## src/rtl/hwstore_pkg.sv

```systemverilog
package hwstore_pkg;
  typedef enum logic [2:0] {
    ST_IDLE,
    ST_PULSE,
    ST_WAIT,
    ST_BUSY,
    ST_RECOVER,
    ST_DONE
  } seqState_t;

  typedef struct packed {
    logic driveLow;    // pull the shared line low
    logic clrCnt;      // restart the interval counter
    logic timeout;     // no busy answer in time
    logic armWrBlock;  // recovery finished: capture write-in-flight
  } seqStrobe_t;
endpackage

```

## src/rtl/hwstore_datapath.sv

```systemverilog
module hwstore_datapath
  import hwstore_pkg::*;
#(
  parameter int PULSE_CYC   = 3,
  parameter int TIMEOUT_CYC = 40,
  parameter int RECOVER_CYC = 88,
  parameter int SYNC_STAGES = 2
) (
  input  logic       clk,
  input  logic       rstN,
  input  seqStrobe_t strobe,
  input  logic       lineIn,
  input  logic       chipEnN,
  input  logic       writeEnN,
  output logic       lineLow,
  output logic       pulseEnd,
  output logic       blankOver,
  output logic       timeoutHit,
  output logic       recoverEnd,
  output logic       writeBlocked,
  output logic       errPulse
);
  localparam int CNT_MAX_A = (PULSE_CYC > TIMEOUT_CYC) ? PULSE_CYC : TIMEOUT_CYC;
  localparam int CNT_MAX   = (CNT_MAX_A > RECOVER_CYC) ? CNT_MAX_A : RECOVER_CYC;
  localparam int CNT_W     = $clog2(CNT_MAX + 1);

  logic [SYNC_STAGES-1:0] syncQ;
  logic [CNT_W-1:0]       cnt;
  logic                   prevCe, prevWe, strobeFall;

  // Synchronizer chain for the asynchronous line level
  for (genvar s = 0; s < SYNC_STAGES; s++) begin : g_sync
    always_ff @(posedge clk) begin
      if (!rstN) syncQ[s] <= 1'b1;
      else if (s == 0) syncQ[s] <= lineIn;
      else syncQ[s] <= syncQ[(s == 0) ? 0 : s-1];
    end
  end

  assign lineLow = ~syncQ[SYNC_STAGES-1];

  // Shared interval counter, saturating
  always_ff @(posedge clk) begin
    if (!rstN || strobe.clrCnt) cnt <= '0;
    else if (cnt != CNT_W'(CNT_MAX)) cnt <= cnt + 1'b1;
  end

  assign pulseEnd   = (cnt == CNT_W'(PULSE_CYC - 1));
  assign blankOver  = (cnt >= CNT_W'(SYNC_STAGES));
  assign timeoutHit = (cnt == CNT_W'(TIMEOUT_CYC - 1));
  assign recoverEnd = (cnt == CNT_W'(RECOVER_CYC - 1));

  // Write suppression until a fresh strobe edge
  assign strobeFall = (prevCe & ~chipEnN) | (prevWe & ~writeEnN);

  always_ff @(posedge clk) begin
    if (!rstN) begin
      prevCe       <= 1'b1;
      prevWe       <= 1'b1;
      writeBlocked <= 1'b0;
      errPulse     <= 1'b0;
    end else begin
      prevCe   <= chipEnN;
      prevWe   <= writeEnN;
      errPulse <= strobe.timeout;
      if (strobe.armWrBlock) writeBlocked <= ~chipEnN & ~writeEnN;
      else if (strobeFall)   writeBlocked <= 1'b0;
    end
  end
endmodule

```

## src/rtl/hwstore_control.sv

```systemverilog
module hwstore_control
  import hwstore_pkg::*;
(
  input  logic       clk,
  input  logic       rstN,
  input  logic       storeReq,
  input  logic       lineLow,
  input  logic       pulseEnd,
  input  logic       blankOver,
  input  logic       timeoutHit,
  input  logic       recoverEnd,
  output seqStrobe_t strobe,
  output seqState_t  state
);
  seqState_t nextState;

  always_ff @(posedge clk) begin
    if (!rstN) state <= ST_IDLE;
    else state <= nextState;
  end

  always_comb begin
    nextState = state;
    strobe    = '0;
    unique case (state)
      ST_IDLE: begin
        if (storeReq) begin
          nextState     = ST_PULSE;
          strobe.clrCnt = 1'b1;
        end else if (lineLow) begin
          nextState = ST_BUSY;
        end
      end
      ST_PULSE: begin
        strobe.driveLow = 1'b1;
        if (pulseEnd) begin
          nextState     = ST_WAIT;
          strobe.clrCnt = 1'b1;
        end
      end
      ST_WAIT: begin
        if (blankOver && lineLow) begin
          nextState = ST_BUSY;
        end else if (timeoutHit) begin
          nextState      = ST_IDLE;
          strobe.timeout = 1'b1;
        end
      end
      ST_BUSY: begin
        if (!lineLow) begin
          nextState     = ST_RECOVER;
          strobe.clrCnt = 1'b1;
        end
      end
      ST_RECOVER: begin
        if (lineLow) begin
          nextState = ST_BUSY;
        end else if (recoverEnd) begin
          nextState         = ST_DONE;
          strobe.armWrBlock = 1'b1;
        end
      end
      ST_DONE: nextState = ST_IDLE;
      default: nextState = ST_IDLE;
    endcase
  end
endmodule

```

## src/rtl/hwstore_sequencer.sv

```systemverilog
module hwstore_sequencer
  import hwstore_pkg::*;
#(
  parameter int PULSE_CYC   = 3,
  parameter int TIMEOUT_CYC = 40,
  parameter int RECOVER_CYC = 88,
  parameter int SYNC_STAGES = 2
) (
  input  logic clk,
  input  logic rstN,
  input  logic storeReq,
  input  logic busyLineIn,
  output logic busyLineDriveLow,
  input  logic chipEnN,
  input  logic writeEnN,
  output logic accessAllowed,
  output logic writeAllowed,
  output logic storeDone,
  output logic storeError
);
  seqStrobe_t strobe;
  seqState_t  state;
  logic lineLow, pulseEnd, blankOver, timeoutHit, recoverEnd, writeBlocked, errPulse;

  hwstore_control u_ctrl (
    .clk(clk), .rstN(rstN), .storeReq(storeReq), .lineLow(lineLow),
    .pulseEnd(pulseEnd), .blankOver(blankOver), .timeoutHit(timeoutHit),
    .recoverEnd(recoverEnd), .strobe(strobe), .state(state)
  );

  hwstore_datapath #(
    .PULSE_CYC(PULSE_CYC), .TIMEOUT_CYC(TIMEOUT_CYC),
    .RECOVER_CYC(RECOVER_CYC), .SYNC_STAGES(SYNC_STAGES)
  ) u_dp (
    .clk(clk), .rstN(rstN), .strobe(strobe), .lineIn(busyLineIn),
    .chipEnN(chipEnN), .writeEnN(writeEnN), .lineLow(lineLow),
    .pulseEnd(pulseEnd), .blankOver(blankOver), .timeoutHit(timeoutHit),
    .recoverEnd(recoverEnd), .writeBlocked(writeBlocked), .errPulse(errPulse)
  );

  assign busyLineDriveLow = strobe.driveLow;
  assign storeDone        = (state == ST_DONE);
  assign accessAllowed    = (state == ST_IDLE) || (state == ST_DONE);
  assign writeAllowed     = accessAllowed & ~writeBlocked;
  assign storeError       = errPulse;
endmodule

```

## config.mk

```make
export PLATFORM = sky130hd
export DESIGN_NAME = hwstore_sequencer
export DESIGN_NICKNAME = d
export VERILOG_FILES = /design/src/rtl/hwstore_pkg.sv /design/src/rtl/hwstore_datapath.sv /design/src/rtl/hwstore_control.sv /design/src/rtl/hwstore_sequencer.sv
export SDC_FILE = /design/constraint.sdc
export NUM_CORES = 1
export LEC_CHECK = 0
export BUFFER_PORTS_ARGS = -buffer_cell sky130_fd_sc_hd__buf_4
export CORE_MARGIN = 4
export CORE_UTILIZATION = 35
export DETAILED_ROUTE_END_ITERATION = 7
export PLACE_DENSITY = 0.58
export SLEW_MARGIN = 10
export SYNTH_ARGS = -nofsm -noshare
export SYNTH_HDL_FRONTEND = slang
export SYNTH_HIERARCHICAL = 1
export SYNTH_SLANG_ARGS = --single-unit
```

## constraint.sdc

```tcl
create_clock -name clk -period 2.1 [get_ports clk]
set_input_delay 0.525 -clock clk [delete_from_list [all_inputs] [get_ports clk]]
set_output_delay 0.525 -clock clk [all_outputs]
set_load 0.01 [all_outputs]
```

## Word-level counts from Yosys, hierarchy flattened

Cells that the tools add are included.

- Register bits after elaboration: 16
- Input port bits: 6
- Logic and storage cells: 63
- Output and inout bits: 5

- Order comparisons: 1
- Bitwise gates (word level): 11
- Eq/ne operators: 14
- Reduce and logical (&&, ||, !) cells: 8
- Muxes and demuxes: 20
- Add/sub/neg operators: 1

Operator list:

| cell | count |
|---|---|
| 2-to-1 mux 3 bit | 8 |
| case mux 3 bit (5 select lines) | 1 |
| 2-to-1 mux 1 bit | 10 |
| adder 7 x 1 -> 7 bit, second input constant | 1 |
| == test 7 x 2 -> 1 bit, second input constant | 1 |
| == test 7 x 6 -> 1 bit, second input constant | 1 |
| == test 7 bit, second input constant | 1 |
| >= comparator 7 x 2 -> 1 bit, second input constant | 1 |
| != test 7 bit, second input constant | 1 |
| == test 3 x 2 -> 1 bit, second input constant | 2 |
| == test 3 bit, second input constant | 2 |
| != test 3 bit, second input constant | 2 |
| NOT 1 bit | 6 |
| AND reduction 5 bit | 1 |
| AND 1 bit | 4 |
| == test 3 x 1 -> 1 bit, second input constant | 1 |
| zero test 3 bit | 1 |
| != test 3 x 2 -> 1 bit, second input constant | 1 |
| case mux 1 bit (3 select lines) | 1 |
| OR reduction 3 bit | 1 |
| logical OR 1 bit | 2 |
| != test 2 x 1 -> 1 bit, second input constant | 1 |
| != test 2 bit, second input constant | 1 |
| nonzero test 2 bit | 1 |
| other kinds (3) | 3 |

## Logic depth before layout (Yosys ltp)

- Depth after elaboration: 5
- Gate-level depth with buffers: 8
- Depth with buffers taken out: 8

## Hierarchy

The synthesis kept the hierarchy.

By module, submodules not included:

| module | area an instance (sq um) | seq. area each (sq um) | times used | cells an instance |
|---|---|---|---|---|
| hwstore_datapath | 595.6 | 260.2 | 1 | 65 |
| hwstore_control | 287.8 | 60.1 | 1 | 35 |
| hwstore_sequencer | 30.0 | 0.0 | 1 | 5 |

## Worst setup path after synthesis

Ideal clock, no wire load.

- Kind: flip-flop to flip-flop
- From: register u_dp.cnt[1]
- To: register u_ctrl.state[1]
- Required time: 1978 ps
- Slack: 462 ps
- Arrival time: 1517 ps
- Path buffers: 0
- Setup time: 122 ps
- Cell stages (with the launch flop): 7
- Period minus slack after synthesis: 1638 ps
- Path through: dfxtp_1 ha_1 nand4b_1 nor3b_1 mux2i_1 and3_4 o311a_1

- Elaborated cells on any way between the ends: 11
- Classes of those cells: order compare (1); eq/ne (6); mux (2); reduce/logical (2)

RTL lines:

| item | line | text |
|---|---|---|
| from (decl) | hwstore_datapath.sv:28 | `logic [CNT_W-1:0] cnt;` |
| from (signal assigned) | hwstore_datapath.sv:45 | `else if (cnt != CNT_W'(CNT_MAX)) cnt <= cnt + 1'b1;` |
| == test 7 bit | hwstore_datapath.sv:51 | `assign recoverEnd = (cnt == CNT_W'(RECOVER_CYC - 1));` |
| named net recoverEnd | hwstore_sequencer.sv:23 | `logic lineLow, pulseEnd, blankOver, timeoutHit, recoverEnd, writeBlocked, errPulse;` |
| != test 3 bit (no line) | n/a |  |
| AND reduction 5 bit (no line) | n/a |  |
| to (signal assigned) | hwstore_control.sv:19 | `else state <= nextState;` |
| to (decl) | hwstore_control.sv:13 | `output seqState_t state` |

The timed path passes the listed nets, and every way through them passes these cells.
A chain may end at the register's enable or synchronous reset.

## Worst setup path in the final report

- From: register u_ctrl.state[0]
- To: output port accessAllowed

- Longest elaborated chain between the ends: 2
- Elaborated cells on any way between the ends: 3
- Classes of those cells: eq/ne (1); reduce/logical (2)

RTL lines:

| item | line | text |
|---|---|---|
| == test 3 bit / zero test 3 bit (equally long branches) | hwstore_sequencer.sv:43 | `assign accessAllowed = (state == ST_IDLE) \|\| (state == ST_DONE);` |
| logical OR 1 bit * | hwstore_sequencer.sv:43 |  |
| to (decl) | hwstore_sequencer.sv:16 | `output logic accessAllowed,` |

Mark *: on every way between the ends. The rest lies on a longest branch, timed or not.

==> flow_metrics.py <==
metrics = {
    "die": {
        "std_cell_rows": 18,
        "die_w_um": 59.1,
        "fp.dieArea_um2": 3490,
        "die_y_um": 59.1,
        "ioPinCount": 11,
        "initial_utilization": 0.369,
        "core_um2": 2480,
    },
    "cells_and_area": {
        "nets": 127,
        "area_delta_synth_final_pct": 13.8,
        "n_antenna_cell": 0,
        "drive_gt1_frac": 0.214,
        "final_core_util": 0.420,
        "fillerInstances": 255,
        "final_cell_mix": "dfxtp_1, nor2_1, buf_4, nand2b_1",
        "layout_commonest_cell": "dfxtp_1",
    },
    "clock_tree": {
        "cts_buffer_depth": 2,
        "cts_root_buffer": "clkbuf_4",
        "clk_pin_slew_ns": 0.09,
        "htreeDepth": 1,
        "cts_tree": "done",
        "clock_sinks": 16,
        "cts_buffers": 3,
        "clk_latency_ns": 0.28,
        "cts_hold_buf": 0,
        "postCtsResizedCells": 0,
        "postCtsSetupRepairBufs": 0,
    },
    "logic_synthesis": {
        "ys.flop_type": "dfxtp_1",
        "ys_async_sr_fraction": 0,
        "synth_edf_count": 0,
        "synth_cell_type_count": 42,
        "postSynthCellCount": 105,
        "syn_area_um2": 913,
        "yosys_warnings": 6,
        "seq_area_frac_synth": 0.351,
        "synthesis.nets": 114,
        "avgSynthCellArea_um2": 8.70,
        "ys_ff_latch": 16,
    },
    "critical_path": {
        "worstReg2RegEnd": "u_ctrl/state[1]",
        "r2r_start": "u_dp/cnt[1]",
        "critPathRequiredTime_ns": 1.57,
        "worstSetupEndpoint": "accessAllowed",
        "reg2reg_depth": 6,
        "crit_arrival_ns": 1.38,
        "cpMaxStageDelayCell": "dfxtp_1",
        "startpoint": "u_ctrl/state[0]",
        "cp-start-kind": "register",
        "critical_path_class": "register to output pin",
        "crit_path_max_fanout": 12,
        "endpoint_kind": "output pin",
        "crit_chain": "xor2_1 > nor2_1 > buf_4",
        "rrSetupSlack_ns": 0.20,
        "worst_path_largest_cell_delay_ns": 0.63,
    },
    "timing": {
        "max_slew_margin": 0.677,
        "skew_ns": 0.00163,
        "rsz0062_at_grt": "false",
        "setup_viol": 0,
        "fmax_ghz": 0.524,
        "final.setup.tns_ns": 0,
        "report.final.slew_viol_count": 0,
        "fin_crit_sh": 0.908,
        "worstMarginPinSlew_ns": 0.485,
        "hold_viol": 0,
        "period_minus_slack_ns": 1.91,
    },
    "global_route": {
        "grt_overflow": 0,
        "grtUsageTotal": 0.121,
        "grt_pass1_vias": 793,
        "grt_antenna_before_repair": 0,
        "grt_pass1_wl_mm": 3.32,
        "grt_max_degree": 13,
    },
    "routing": {
        "vias_per_cell": 5.20,
        "route.detailed.drc": 0,
        "wl_per_cell_um": 12.3,
        "wl_met2_um": 889,
        "drt_first_pass_iters": 4,
        "routed-via-count": 764,
        "routed_wirelength_mm": 1.81,
        "highest_layer": "met3",
        "ant_nets": 0,
        "route.met3.wl_um": 61,
        "met1Wirelength_um": 863,
        "drtIter0Drc": 21,
    },
    "placement": {
        "dp_hpwl_mm": 1.39,
        "gp_congestion": 0.849,
        "portBuffers": 10,
    },
    "min_path": {
        "min_path_type": "register to register",
        "whs_path_depth": 1,
        "min_from": "u_dp/syncQ[0]",
    },
    "pwr": {
        "sw_frac_of_total": 0.362,
        "leakagePower_uw": 0.000426,
        "power.switching_uw": 378,
        "clkPwrFrac": 0.187,
        "p_seq_frac": 0.413,
        "comb_power_share": 0.400,
        "ir_drop_uv": 520,
        "p_int_uw": 668,
        "power_density_nw_per_um2": 1010,
    },
    "run_status": {
        "outcome": "finished, final reports clean",
    },
    "job": {
        "maxCapViolations": 0,
    },
}
metrics by stage:
step | setup slack, ns | hold slack [ns] | power, uW | cell area [um2] | std cells
after floorplan | 0.462 | 0.386 | 755 | 913 | 105
after global placement | 0.262 | 0.390 | 852 | 1000 | 143
after detailed placement | 0.227 | 0.393 | 860 | 1000 | 143
after CTS | 0.164 | 0.412 | 1060 | 1040 | 147
after global routing | 0.0186 | 0.426 | 1140 | 1040 | 147
final | 0.192 | 0.411 | 1050 | 1040 | 147
layout make-up:
cell class / count / area [um2] / area share
well taps: 30 / 37.5 / 0.0361
multi-input cells: 80 / 541 / 0.520
flip-flops and latches: 16 / 320 / 0.308
clock buffers: 4 / 36.3 / 0.0349
inverters: 6 / 22.5 / 0.0217
repair buffers: 11 / 82.6 / 0.0794
synth_stat cells (2+ instances only):
master    count  area share
dfxtp_1      16        0.35
nor2_1       12       0.049
nand2b_1      7       0.048
inv_1         5       0.021
nand3_1       5       0.027
a21oi_1       4       0.022
nand2_1       4       0.016
nor3_1        4       0.022
o21ai_0       4       0.022
ha_1          3       0.041
xor2_1        3       0.029
a211oi_1      2       0.016
and2_1        2       0.014
buf_6         2       0.025
nor2b_1       2       0.014
nor3b_1       2       0.016
nor4_1        2       0.014
o22ai_1       2       0.014
flip-flops by register name, indices dropped and copies added (netlist names):
name and flops:
u_ctrl/state 3, u_dp/writeBlocked 1, u_dp/prevCe 1, u_dp/errPulse 1, u_dp/cnt 7, u_dp/syncQ 2
u_dp/prevWe 1
worst max-delay path: cells and delay by family (launching register included):
kind                      cells  cell delay [ns]
xor gates and xnor gates      1             0.26
DFF                           1             0.63
buffers and inverters         1             0.15
and+or+nand+nor               1             0.06
routing by layer:
metal / vias to the layer above / global-route usage
met5: - / 0
met4: 0 / 0.0194
met3: 0 / 0.0349
met2: 8 / 0.208
met1: 358 / 0.153
li1: 398 / -
cells by family after synthesis:
| kind of cell | synth area share |
|---|---|
| XOR/XNOR | 0.0384 |
| AND/OR/NAND/NOR | 0.353 |
| multiplexers | 0.0110 |
| adder cells (fa/ha/maj) | 0.0411 |
| buffers and inverters | 0.0575 |
| flip-flops | 0.351 |
| AO/OA/AOI/OAI | 0.148 |
worst min-delay path by stage:
stage                    end  slack (ns)
2_1_floorplan  u_dp/syncQ[1]        0.39
3_3_place_gp   u_dp/syncQ[1]        0.39
3_5_place_dp   u_dp/syncQ[1]        0.39
4_1_cts        u_dp/syncQ[0]        0.41
5_1_grt        u_dp/syncQ[0]        0.43
6_report       u_dp/syncQ[1]        0.41
power groups by stage:
stage	registers, uW	logic (uW)	clock network (uW)
3_5_place_dp	439	421	0
6_report	432	419	196
2_1_floorplan	390	365	0
5_1_grt	445	478	221
3_3_place_gp	437	415	0
4_1_cts	432	422	208
Note: power is estimated with default switching activity, not from simulation.
